===== src/rtl/regbus_pkg.sv =====
package regbus_pkg;

  // Sequencer position; the pin driver decodes the bus lines from it.
  typedef enum logic [2:0] {
    ST_IDLE,
    ST_START,
    ST_CLEAR,
    ST_SETUP,
    ST_STROBE,
    ST_CS_HIGH,
    ST_CS_LOW
  } bus_state_t;

  typedef struct packed {
    logic cs_n;
    logic dir;
    logic stb;
    logic ale;
    logic oe;
  } ctl_pins_t;

  localparam ctl_pins_t CTL_IDLE = '{cs_n: 1'b1, dir: 1'b1, stb: 1'b1, ale: 1'b1, oe: 1'b1};

endpackage


===== src/rtl/regbus_phase_timer.sv =====
module regbus_phase_timer #(
  parameter int CNT_W = 2
) (
  input  logic             clk,
  input  logic             rst,
  input  logic             load,
  input  logic [CNT_W-1:0] load_val,
  output logic             last
);

  logic [CNT_W-1:0] cnt_q;

  always_ff @(posedge clk) begin
    if (rst) begin
      cnt_q <= '0;
    end else if (load) begin
      cnt_q <= load_val;
    end else if (cnt_q != '0) begin
      cnt_q <= cnt_q - 1'b1;
    end
  end

  assign last = (cnt_q == '0);

endmodule


===== src/rtl/regbus_sequencer.sv =====
module regbus_sequencer
  import regbus_pkg::*;
#(
  parameter int BYTE_W     = 8,
  parameter int VAL_BYTES  = 2,
  parameter int SETUP_CLKS = 2,
  parameter int STB_CLKS   = 2,
  parameter int CSP_CLKS   = 2,
  parameter int CNT_W      = 2,
  parameter int IDX_W      = 2
) (
  input  logic                          clk,
  input  logic                          rst,
  input  logic                          req_valid,
  input  logic                          req_write,
  input  logic [BYTE_W-1:0]             req_addr,
  input  logic [BYTE_W*VAL_BYTES-1:0]   req_wdata,
  input  logic                          bus_busy,
  input  logic [BYTE_W-1:0]             bus_d_in,
  input  logic                          phase_last,
  output logic                          timer_load,
  output logic [CNT_W-1:0]              timer_val,
  output bus_state_t                    state_d,
  output logic [IDX_W-1:0]              idx_d,
  output logic                          wr_d,
  output logic [BYTE_W-1:0]             byte_d,
  output logic                          req_ready,
  output logic                          done,
  output logic [BYTE_W*VAL_BYTES-1:0]   rd_data
);

  localparam int VAL_W = BYTE_W * VAL_BYTES;
  localparam logic [IDX_W-1:0] LAST_IDX = IDX_W'(VAL_BYTES);
  localparam logic [CNT_W-1:0] SETUP_LD = CNT_W'(SETUP_CLKS - 1);
  localparam logic [CNT_W-1:0] STB_LD   = CNT_W'(STB_CLKS - 1);
  localparam logic [CNT_W-1:0] CSP_LD   = CNT_W'(CSP_CLKS - 1);

  bus_state_t         state_q;
  logic [IDX_W-1:0]   idx_q;
  logic               wr_q;
  logic [BYTE_W-1:0]  addr_q, addr_d;
  logic [VAL_W-1:0]   wdata_q, wdata_d;
  logic [VAL_W-1:0]   rd_sh_q;
  logic [VAL_W-1:0]   rd_data_q;
  logic               done_q;
  logic               sample;
  logic               finish;

  // Next-state decision for the access sequence.
  always_comb begin
    state_d    = state_q;
    idx_d      = idx_q;
    wr_d       = wr_q;
    addr_d     = addr_q;
    wdata_d    = wdata_q;
    timer_load = 1'b0;
    timer_val  = '0;
    sample     = 1'b0;
    finish     = 1'b0;
    unique case (state_q)
      ST_IDLE: begin
        if (req_valid) begin
          wr_d    = req_write;
          addr_d  = req_addr;
          wdata_d = req_wdata;
          state_d = ST_START;
        end
      end
      ST_START: begin
        idx_d   = '0;
        state_d = ST_CLEAR;
      end
      ST_CLEAR: begin
        state_d    = ST_SETUP;
        timer_load = 1'b1;
        timer_val  = SETUP_LD;
      end
      ST_SETUP: begin
        if (phase_last) begin
          state_d    = ST_STROBE;
          timer_load = 1'b1;
          timer_val  = STB_LD;
        end
      end
      ST_STROBE: begin
        if (phase_last) begin
          sample = !wr_q && (idx_q != '0);
          if (idx_q == LAST_IDX) begin
            state_d    = ST_CS_HIGH;
            timer_load = 1'b1;
            timer_val  = CSP_LD;
          end else begin
            idx_d   = idx_q + 1'b1;
            state_d = ST_CLEAR;
          end
        end
      end
      ST_CS_HIGH: begin
        if (phase_last) begin
          if (!bus_busy) begin
            finish  = 1'b1;
            state_d = ST_IDLE;
          end else if (wr_q) begin
            state_d    = ST_CS_LOW;
            timer_load = 1'b1;
            timer_val  = CSP_LD;
          end else begin
            idx_d   = IDX_W'(1);
            state_d = ST_CLEAR;
          end
        end
      end
      ST_CS_LOW: begin
        if (phase_last) begin
          state_d    = ST_CS_HIGH;
          timer_load = 1'b1;
          timer_val  = CSP_LD;
        end
      end
      default: state_d = ST_IDLE;
    endcase
  end

  // Byte carried by the next phase: address first, then value bytes from the top.
  always_comb begin
    byte_d = addr_d;
    for (int k = 1; k <= VAL_BYTES; k++) begin
      if (idx_d == IDX_W'(k)) begin
        byte_d = wdata_d[(VAL_BYTES-k)*BYTE_W +: BYTE_W];
      end
    end
  end

  always_ff @(posedge clk) begin
    if (rst) begin
      state_q   <= ST_IDLE;
      idx_q     <= '0;
      wr_q      <= 1'b1;
      addr_q    <= '0;
      wdata_q   <= '0;
      rd_sh_q   <= '0;
      rd_data_q <= '0;
      done_q    <= 1'b0;
    end else begin
      state_q <= state_d;
      idx_q   <= idx_d;
      wr_q    <= wr_d;
      addr_q  <= addr_d;
      wdata_q <= wdata_d;
      done_q  <= finish;
      if (sample) begin
        rd_sh_q <= (rd_sh_q << BYTE_W) | VAL_W'(bus_d_in);
      end
      if (finish && !wr_q) begin
        rd_data_q <= rd_sh_q;
      end
    end
  end

  assign req_ready = (state_q == ST_IDLE);
  assign done      = done_q;
  assign rd_data   = rd_data_q;

endmodule


===== src/rtl/regbus_pin_driver.sv =====
module regbus_pin_driver
  import regbus_pkg::*;
#(
  parameter int BYTE_W = 8,
  parameter int IDX_W  = 2
) (
  input  logic              clk,
  input  logic              rst,
  input  bus_state_t        state_d,
  input  logic [IDX_W-1:0]  idx_d,
  input  logic              wr_d,
  input  logic [BYTE_W-1:0] byte_d,
  output logic              bus_cs_n,
  output logic              bus_dir,
  output logic              bus_stb,
  output logic              bus_ale,
  output logic              bus_d_oe,
  output logic [BYTE_W-1:0] bus_d_out
);

  ctl_pins_t         ctl_nxt, ctl_q;
  logic [BYTE_W-1:0] data_nxt, data_q;
  logic              addr_ph;
  logic              drive;

  assign addr_ph = (idx_d == '0);
  assign drive   = wr_d || addr_ph;

  // Decode the pin pattern of the state about to be entered, so the
  // registered pins line up with the sequencer state.
  always_comb begin
    ctl_nxt  = CTL_IDLE;
    data_nxt = '1;
    unique case (state_d)
      ST_IDLE: begin
        ctl_nxt  = CTL_IDLE;
        data_nxt = '1;
      end
      ST_START: begin
        ctl_nxt     = CTL_IDLE;
        ctl_nxt.dir = wr_d;
        data_nxt    = '1;
      end
      ST_CLEAR: begin
        ctl_nxt.cs_n = 1'b0;
        ctl_nxt.dir  = wr_d;
        ctl_nxt.stb  = 1'b0;
        ctl_nxt.ale  = 1'b0;
        ctl_nxt.oe   = drive;
        data_nxt     = '0;
      end
      ST_SETUP, ST_STROBE: begin
        ctl_nxt.cs_n = 1'b0;
        ctl_nxt.dir  = wr_d;
        ctl_nxt.stb  = (state_d == ST_STROBE);
        ctl_nxt.ale  = addr_ph;
        ctl_nxt.oe   = drive;
        data_nxt     = drive ? byte_d : '0;
      end
      ST_CS_HIGH, ST_CS_LOW: begin
        ctl_nxt.cs_n = (state_d == ST_CS_HIGH);
        ctl_nxt.dir  = wr_d;
        ctl_nxt.stb  = 1'b1;
        ctl_nxt.ale  = 1'b0;
        ctl_nxt.oe   = wr_d;
        data_nxt     = wr_d ? byte_d : '0;
      end
      default: begin
        ctl_nxt  = CTL_IDLE;
        data_nxt = '1;
      end
    endcase
  end

  always_ff @(posedge clk) begin
    if (rst) begin
      ctl_q  <= CTL_IDLE;
      data_q <= '1;
    end else begin
      ctl_q  <= ctl_nxt;
      data_q <= data_nxt;
    end
  end

  assign bus_cs_n  = ctl_q.cs_n;
  assign bus_dir   = ctl_q.dir;
  assign bus_stb   = ctl_q.stb;
  assign bus_ale   = ctl_q.ale;
  assign bus_d_oe  = ctl_q.oe;
  assign bus_d_out = data_q;

endmodule


===== src/rtl/regbus_master.sv =====
module regbus_master
  import regbus_pkg::*;
#(
  parameter int BYTE_W     = 8,
  parameter int VAL_BYTES  = 2,
  parameter int SETUP_CLKS = 2,
  parameter int STB_CLKS   = 2,
  parameter int CSP_CLKS   = 2
) (
  input  logic                        clk,
  input  logic                        rst,
  input  logic                        req_valid,
  input  logic                        req_write,
  input  logic [BYTE_W-1:0]           req_addr,
  input  logic [BYTE_W*VAL_BYTES-1:0] req_wdata,
  output logic                        req_ready,
  output logic                        done,
  output logic [BYTE_W*VAL_BYTES-1:0] rd_data,
  output logic [BYTE_W-1:0]           bus_d_out,
  output logic                        bus_d_oe,
  input  logic [BYTE_W-1:0]           bus_d_in,
  output logic                        bus_cs_n,
  output logic                        bus_dir,
  output logic                        bus_stb,
  output logic                        bus_ale,
  input  logic                        bus_busy
);

  localparam int MAX_A   = (SETUP_CLKS > STB_CLKS) ? SETUP_CLKS : STB_CLKS;
  localparam int MAX_LEN = (MAX_A > CSP_CLKS) ? MAX_A : CSP_CLKS;
  localparam int CNT_W   = $clog2(MAX_LEN + 1);
  localparam int IDX_W   = $clog2(VAL_BYTES + 1);

  logic              timer_load;
  logic [CNT_W-1:0]  timer_val;
  logic              phase_last;
  bus_state_t        state_d;
  logic [IDX_W-1:0]  idx_d;
  logic              wr_d;
  logic [BYTE_W-1:0] byte_d;

  regbus_phase_timer #(
    .CNT_W(CNT_W)
  ) i_timer (
    .clk      (clk),
    .rst      (rst),
    .load     (timer_load),
    .load_val (timer_val),
    .last     (phase_last)
  );

  regbus_sequencer #(
    .BYTE_W     (BYTE_W),
    .VAL_BYTES  (VAL_BYTES),
    .SETUP_CLKS (SETUP_CLKS),
    .STB_CLKS   (STB_CLKS),
    .CSP_CLKS   (CSP_CLKS),
    .CNT_W      (CNT_W),
    .IDX_W      (IDX_W)
  ) i_seq (
    .clk        (clk),
    .rst        (rst),
    .req_valid  (req_valid),
    .req_write  (req_write),
    .req_addr   (req_addr),
    .req_wdata  (req_wdata),
    .bus_busy   (bus_busy),
    .bus_d_in   (bus_d_in),
    .phase_last (phase_last),
    .timer_load (timer_load),
    .timer_val  (timer_val),
    .state_d    (state_d),
    .idx_d      (idx_d),
    .wr_d       (wr_d),
    .byte_d     (byte_d),
    .req_ready  (req_ready),
    .done       (done),
    .rd_data    (rd_data)
  );

  regbus_pin_driver #(
    .BYTE_W (BYTE_W),
    .IDX_W  (IDX_W)
  ) i_pins (
    .clk       (clk),
    .rst       (rst),
    .state_d   (state_d),
    .idx_d     (idx_d),
    .wr_d      (wr_d),
    .byte_d    (byte_d),
    .bus_cs_n  (bus_cs_n),
    .bus_dir   (bus_dir),
    .bus_stb   (bus_stb),
    .bus_ale   (bus_ale),
    .bus_d_oe  (bus_d_oe),
    .bus_d_out (bus_d_out)
  );

endmodule


===== config.mk =====
export PLATFORM = sky130hd
export DESIGN_NAME = regbus_master
export DESIGN_NICKNAME = d
export VERILOG_FILES = /design/src/rtl/regbus_pkg.sv /design/src/rtl/regbus_phase_timer.sv /design/src/rtl/regbus_sequencer.sv /design/src/rtl/regbus_pin_driver.sv /design/src/rtl/regbus_master.sv
export SDC_FILE = /design/constraint.sdc
export NUM_CORES = 1
export LEC_CHECK = 0
export BUFFER_PORTS_ARGS = -buffer_cell sky130_fd_sc_hd__buf_2
export CAP_MARGIN = 10
export CELL_PAD_IN_SITES_DETAIL_PLACEMENT = 0
export CELL_PAD_IN_SITES_GLOBAL_PLACEMENT = 1
export CORE_MARGIN = 2
export CORE_UTILIZATION = 41
export DETAILED_ROUTE_END_ITERATION = 6
export HOLD_SLACK_MARGIN = 0.08
export PLACE_DENSITY = 0.8
export SLEW_MARGIN = 30
export SYNTH_ARGS = -nofsm -noshare
export SYNTH_HDL_FRONTEND = slang
export SYNTH_SLANG_ARGS = --single-unit

===== constraint.sdc =====
create_clock -name clk -period 2.3 [get_ports clk]
set_input_delay 0 -clock clk [delete_from_list [all_inputs] [get_ports clk]]
set_output_delay 0 -clock clk [all_outputs]
set_load 0.005 [all_outputs]

==> results of run 1 <==
-- state kept, by name, summed over array words and instances, names as in the netlist, 2 cells and up --
| name | count |
|---|---|
| i_seq.rd_data | 16 |
| i_seq.rd_sh_q | 16 |
| i_seq.wdata_q | 16 |
| i_pins.bus_d_out | 8 |
| i_seq.addr_q | 8 |
| i_seq.state_q | 3 |
| i_seq.idx_q | 2 |
| i_timer.cnt_q | 2 |
-- cell type report --
| type | instances | area (um2) |
|---|---|---|
| clock buffers | 10 | 137.6 |
| inverters | 8 | 30.03 |
| well taps | 105 | 131.4 |
| fillers | 792 | 3612 |
| clock inverters | 6 | 117.6 |
| multi-input cells | 288 | 1829 |
| repair buffers | 118 | 838.3 |
| flip-flops and latches | 78 | 1562 |
-- worst max-delay path, stage by stage (launching register included) --
cell and delay (ns):
dfxtp_1 0.35, inv_1 0.07, ha_2 0.23, buf_4 0.17, and2_1 0.14, o22a_1 0.17, o211ai_1 0.20, nor3b_1 0.12
a221oi_4 0.44, o21ai_1 0.12
-- where the power goes --
| group | leakage (nW) | internal [mW] | switching, mW | total [mW] |
|---|---|---|---|---|
| clock | 0.125 | 0.760 | 0.539 | 1.30 |
| combinational | 0.985 | 0.447 | 0.449 | 0.896 |
| sequential | 0.635 | 1.46 | 0.0467 | 1.51 |
-- what timing repair did --
| action | in CTS | in global routing |
|---|---|---|
| setup endpoints to repair | 0 | 8 |
| gates resized for setup | 0 | 4 |
| hold buffers | 33 | 0 |
| hold endpoints to repair | 33 | 0 |
-- Yosys cell counts, types with 2 or more instances --
cell      count  area (um2)
o21ai_1       8       40.04
nor2b_1       3       18.77
nor2_1        9       33.78
buf_6         2       22.52
nand3_1       4       20.02
buf_2         8       40.04
mux4_2       14       315.3
and2_1        2       12.51
inv_1         6       22.52
buf_4         2       15.01
mux4_1        2       52.55
clkbuf_1     15       56.30
mux2i_1       9       90.09
dfxtp_1      78        1562
o21bai_1      2       15.01
nor4_1        3       18.77
nor3b_1       2       15.01
nor3_1        6       30.03
nand2b_1      4       25.02
a21oi_1      62       310.3
nand2_1     119       446.7
inv_2         2       7.510
or3_1         4       25.02
o21ai_0       3       15.01
ha_1          5       62.56
a31oi_1       4       25.02
-- metal layers --
| layer | part of all wire (%) | wire (um) | track usage [%] | vias to the layer above |
|---|---|---|---|---|
| met5 | 0 | 0 | 0 | - |
| met4 | 1.7 | 138 | 7.801 | 0 |
| met3 | 6.1 | 496 | 5.419 | 11 |
| met2 | 46 | 3708 | 26.66 | 86 |
| met1 | 47 | 3802 | 23.97 | 1417 |
| li1 | - | - | - | 1577 |
-- metrics by stage --
stage / area [um2] / utilization (%)
2_1_floorplan: 3523 / -
3_3_place_gp: 4040 / 48.92
3_5_place_dp: 4040 / 48.92
4_1_cts: 4626 / 56.02
5_1_grt: 4646 / 56.26
6_report: 4646 / 56.26
-- final timing paths --
| check | from | endpoint | slack, ns | cells past startpoint |
|---|---|---|---|---|
| hold / removal | req_write | i_seq.wr_q | 0.13 | 4 |
| hold reg to reg | i_seq.rd_sh_q[8] | i_seq.rd_data[8] | 0.45 | 2 |
| setup reg to reg | i_timer.cnt_q[0] | i_pins.bus_d_out[2] | 0.18 | 9 |
| setup / recovery | i_timer.cnt_q[0] | i_pins.bus_d_out[2] | 0.18 | 9 |
-- kinds of logic (layout without fill, tap and decap cells) --
logic type | count (synthesis) | in the layout | synth area share (%)
simple gates | 163 | 163 | 20.06
compound gates | 92 | 92 | 15.41
flops | 78 | 78 | 44.32
buf+inv | 35 | 142 | 4.652
mux | 25 | 25 | 13.00
fa+ha+maj | 6 | 6 | 2.060
xor+xnor | 2 | 2 | 0.4972
==> run metrics, run 1 <==
Final WS setup=0.1799 ns; GRT Residual Overflow=0; post-route setup TNS=0 ns; Avg Vias per Cell=5.042; largest net degree at the start of global routing=44; CTS buffer count=9; initial antenna violation count=0; Die ar.=9351 um2; Ports=68; Sink Count=78; Vias=3091; CTS tree=done; fraction of layout instances using a drive strength above 1=25.59%; Nets=545; Mapped Area=3523 um2; drt first pass iters=4; CTS Root Cell=clkbuf_8; Max rail drop VDD=0.3312 mV; CP Capture Type=register; port bufs=67; row cnt=33; Final setup viols=0; H-tree depth=3; CTS max path bufs=2; Post-DP HPWL=5334 um; Overall Power=3.703 mW; gpl congestion=0.8198; status=finished, final reports clean; Finished Layout Cells=613; RSZ-0062 raised after global routing=false; number of DRC markers in iteration 0=121; n_diodes=0; most frequent cells in the layout=119 x nand2_1, 78 x dfxtp_1, 67 x buf_2; setup repair bufs after CTS=0; Critical Path AT=2.36 ns; hold slack=0.1294 ns; Crit Path Class=register to register; FFs w/ async S/R, synth=0%; synthesized instance count=401; Chip Height=96.70 um; pre-CTS setup slack=0.09543 ns; synthesized net count=443; Critical Path RT=2.54 ns; Starting Density=42.67%; WL final=8146 um; Cell variety after synth=49; Avg Synthesized Cell Area=8.786 um2; Final Hold Vio Count=0; Period minus WS final=2.120 ns; Hold WC Path Type=input port to register; first-pass GRT wire length=13680 um; Post-synth EDFFs=0; DRC errors left=0; Cells after DPL=564; vias in the first global route=2909; DR WL/cell=13.29 um; Clk Latency, worst-skew pair=0.36 ns; startpoint types=register; Tcrit/Tclk final=92.18%; sequential area share after synthesis=44.32%; P&R area growth vs syn=31.85%; commonest non-fill, non-tap cell in the layout=nand2_1; Critical Path Fanout Max=8; Global Route Usage Sum=17.86%; die width=96.70 um; worst clock skew=0.009155 ns; Yosys warnings=0; leak pwr=1.745 nW; Slew Viols, Final=0; Seq cells post-synth=78; Slew @ Worst Pin=0.8153 ns; predominant post-synthesis flop cell=dfxtp_1; Clock Pin Slew Worst Setup and Hold Paths=0.09 ns; worst slew margin relative to its limit=45.65%; max-cap violations=0; f_max=471.7 MHz; core area=8258 um2; pwr/cell area=797.0 nW/um2; remaining antenna violation count=0
No activity file was read; power rests on OpenSTA's default activity.
==> run 2, diff against run 1 <==
--- a/config.mk
+++ b/config.mk
@@ -10,9 +10,10 @@
 export CELL_PAD_IN_SITES_DETAIL_PLACEMENT = 0
 export CELL_PAD_IN_SITES_GLOBAL_PLACEMENT = 1
+export CORE_ASPECT_RATIO = 0.5
 export CORE_MARGIN = 2
 export CORE_UTILIZATION = 41
 export DETAILED_ROUTE_END_ITERATION = 6
 export HOLD_SLACK_MARGIN = 0.08
-export PLACE_DENSITY = 0.8
+export PLACE_DENSITY = 0.84
 export SLEW_MARGIN = 30
 export SYNTH_ARGS = -nofsm -noshare
==> constraint.sdc (replaced) <==
create_clock -name clk -period 2.3 [get_ports clk]
set_input_delay 0.23 -clock clk [delete_from_list [all_inputs] [get_ports clk]]
set_output_delay 0.23 -clock clk [all_outputs]
set_load 0.005 [all_outputs]
==> run metrics, run 2 (synthesized netlist as in run 1, its figures left out) <==
Final setup viols=0 (unchanged); Die ar.=9396 um2 (+0.48%); fraction of layout instances using a drive strength above 1=28.78% (+3.2 points); Slowest cell on crit path=dfxtp_1; Max rail drop VDD=0.4058 mV (+23%); leak pwr=1.636 nW (-6.3%); max-cap violations=0 (unchanged); pwr/cell area=868.4 nW/um2 (+9.0%); Tcrit/Tclk final=96.72% (+4.5 points); initial antenna violation count=0 (unchanged); Sink Count=78 (unchanged); Finished Layout Cells=588 (-4.1%); Hold WC Path Type=input port to register; most frequent cells in the layout=119 x nand2_1, 77 x dfxtp_1, 67 x buf_2; worst slew margin relative to its limit=63.47% (+18 points); Ports=68 (unchanged); vias in the first global route=2803 (-3.6%); Cell Chain, Critical Path=inv_1 > ha_1 > or2_2 > a211oi_1 > or3_4 > o21ai_2 > a221oi_4 > buf_4 > o21ai_1; Reg-to-Reg Start=i_timer.cnt_q[0]; Avg Vias per Cell=5.105 (+1.2%); f_max=449.5 MHz (-4.7%); P&R area growth vs syn=25.11%; Vias=3002 (-2.9%); Overall Power=3.828 mW (+3.4%); Worst Hold Path EP=i_seq.rd_sh_q[2]; Clk Latency, worst-skew pair=0.34 ns (-0.02 ns); post-route cell area=4408 um2 (-5.1%); commonest non-fill, non-tap cell in the layout=nand2_1; startpoint types=register; status=finished, final reports clean; Slew @ Worst Pin=0.5479 ns (-0.2674 ns); Nets=513 (-5.9%); core area=8173 um2 (-1.0%); largest net degree at the start of global routing=51 (+16%); Hold Startpoint=bus_d_in[2]; H-tree depth=3 (unchanged); hold depth=3 (-1); Final WS setup=0.07547 ns (-0.1045 ns); slowest stage delay, CP=0.34 ns (-0.10 ns); fillers=782 (-1.3%); FF-to-FF path depth=9 (unchanged); Critical Path Fanout Max=8 (unchanged); drt first pass iters=4 (unchanged); Global Route Usage Sum=18.02% (+0.16 points); Critical Path RT=2.52 ns (-0.02 ns); port bufs=67 (unchanged); first-pass GRT wire length=13300 um (-2.8%); Final Hold Vio Count=0 (unchanged); n_diodes=0 (unchanged); CTS Root Cell=clkbuf_16; DRC errors left=0 (unchanged); die width=135.1 um (+40%); Clock Pin Slew Worst Setup and Hold Paths=0.06 ns (-0.03 ns); gpl congestion=0.8249 (+0.62%); number of DRC markers in iteration 0=134 (+11%); CTS max path bufs=2 (unchanged); hold slack=0.1201 ns (-0.009270 ns); Post-DP HPWL=5433 um (+1.9%); remaining antenna violation count=0 (unchanged); Starting Density=43.11% (+0.44 points); Chip Height=69.55 um (-28%); CTS buffer count=9 (unchanged); Crit Path Class=register to register; CP Capture Type=register; Critical Path AT=2.45 ns (+0.09 ns); Cells after DPL=571 (+1.2%); Area after DPL=4036 um2 (about the same); r2r setup slk=0.08 ns (-0.10 ns); worst clock skew=0.007055 ns (-0.002099 ns); pre-CTS setup slack=0.06332 ns (-0.03211 ns); Period minus WS final=2.225 ns (+0.1045 ns); WL final=8151 um (about the same); Critical R2R Capture=i_pins.bus_d_out[2]; DR WL/cell=13.86 um (+4.3%); Slew Viols, Final=0 (unchanged); CTS tree=done; row cnt=23 (-30%); GRT Residual Overflow=0 (unchanged)
==> run 2: cell types whose count changed in the layout (fill, tap and decap cells not counted), sizes merged <==
cell	before	now
dlygate4sd3	33	0
clkbuf	10	11
buf	85	86
inv	9	8
bufinv	3	1
clkinvlp	1	3
==> run 2: final cells by class <==
class	count	area, um2	share of cell area [%]
repair buffers	86	503.0	11.41
flip-flops and latches	78	1563	35.45
multi-input cells	288	1862	42.24
well taps	112	140.1	3.179
clock inverters	5	57.56	1.306
inverters	8	30.03	0.6812
clock buffers	11	252.7	5.734
==> run 2: critical path, delay by kind of cell (launching register included) <==
kind,cells,cell delay [ns]
buf+inv,2,0.25
fa+ha+maj,1,0.27
simple gates,2,0.53
flops,1,0.34
compound gates,4,0.71
==> run 2: worst max path at each step <==
stage / startpoint / to / cells after the start
after floorplan: i_seq.state_q[1] / i_pins.bus_d_out[3] / 8
final: i_timer.cnt_q[0] / i_pins.bus_d_out[2] / 9
after global routing: i_timer.cnt_q[0] / i_pins.bus_d_out[1] / 9
after detailed placement: i_timer.cnt_q[0] / i_pins.bus_d_out[7] / 8
after CTS: i_seq.state_q[0] / i_pins.bus_d_out[7] / 6
after global placement: i_timer.cnt_q[0] / i_pins.bus_d_out[4] / 8
==> run 2: repair_timing <==
| action | in CTS | in global routing |
|---|---|---|
| resized for setup | 0 | 11 |
| setup endpoints to repair | 0 | 8 |
| buffers inserted | 0 | 1 |
| hold buffers | 0 | 0 |
| endpoints found under the hold margin | 0 | 0 |
==> run 2: per-stage QoR <==
stage                     TNS [ns]  utilization (%)
after floorplan                  0                -
after global placement           0            49.39
after detailed placement         0            49.39
after CTS                        0            53.18
after global routing       -0.3249            53.93
final                            0            53.93
==> run 2: report_power, final <==
| part | total (mW) | internal [mW] | switching, mW |
|---|---|---|---|
| Sequential | 1.53 | 1.46 | 0.0622 |
| Clock | 1.44 | 0.896 | 0.548 |
| Combinational | 0.857 | 0.412 | 0.446 |
==> run 2: layer usage <==
layer	vias up	track usage (%)	wire, um
li1	1523	-	-
met1	1392	23.55	3961
met2	77	27.98	3676
met3	10	6.433	400
met4	0	5.787	113
met5	-	0	0
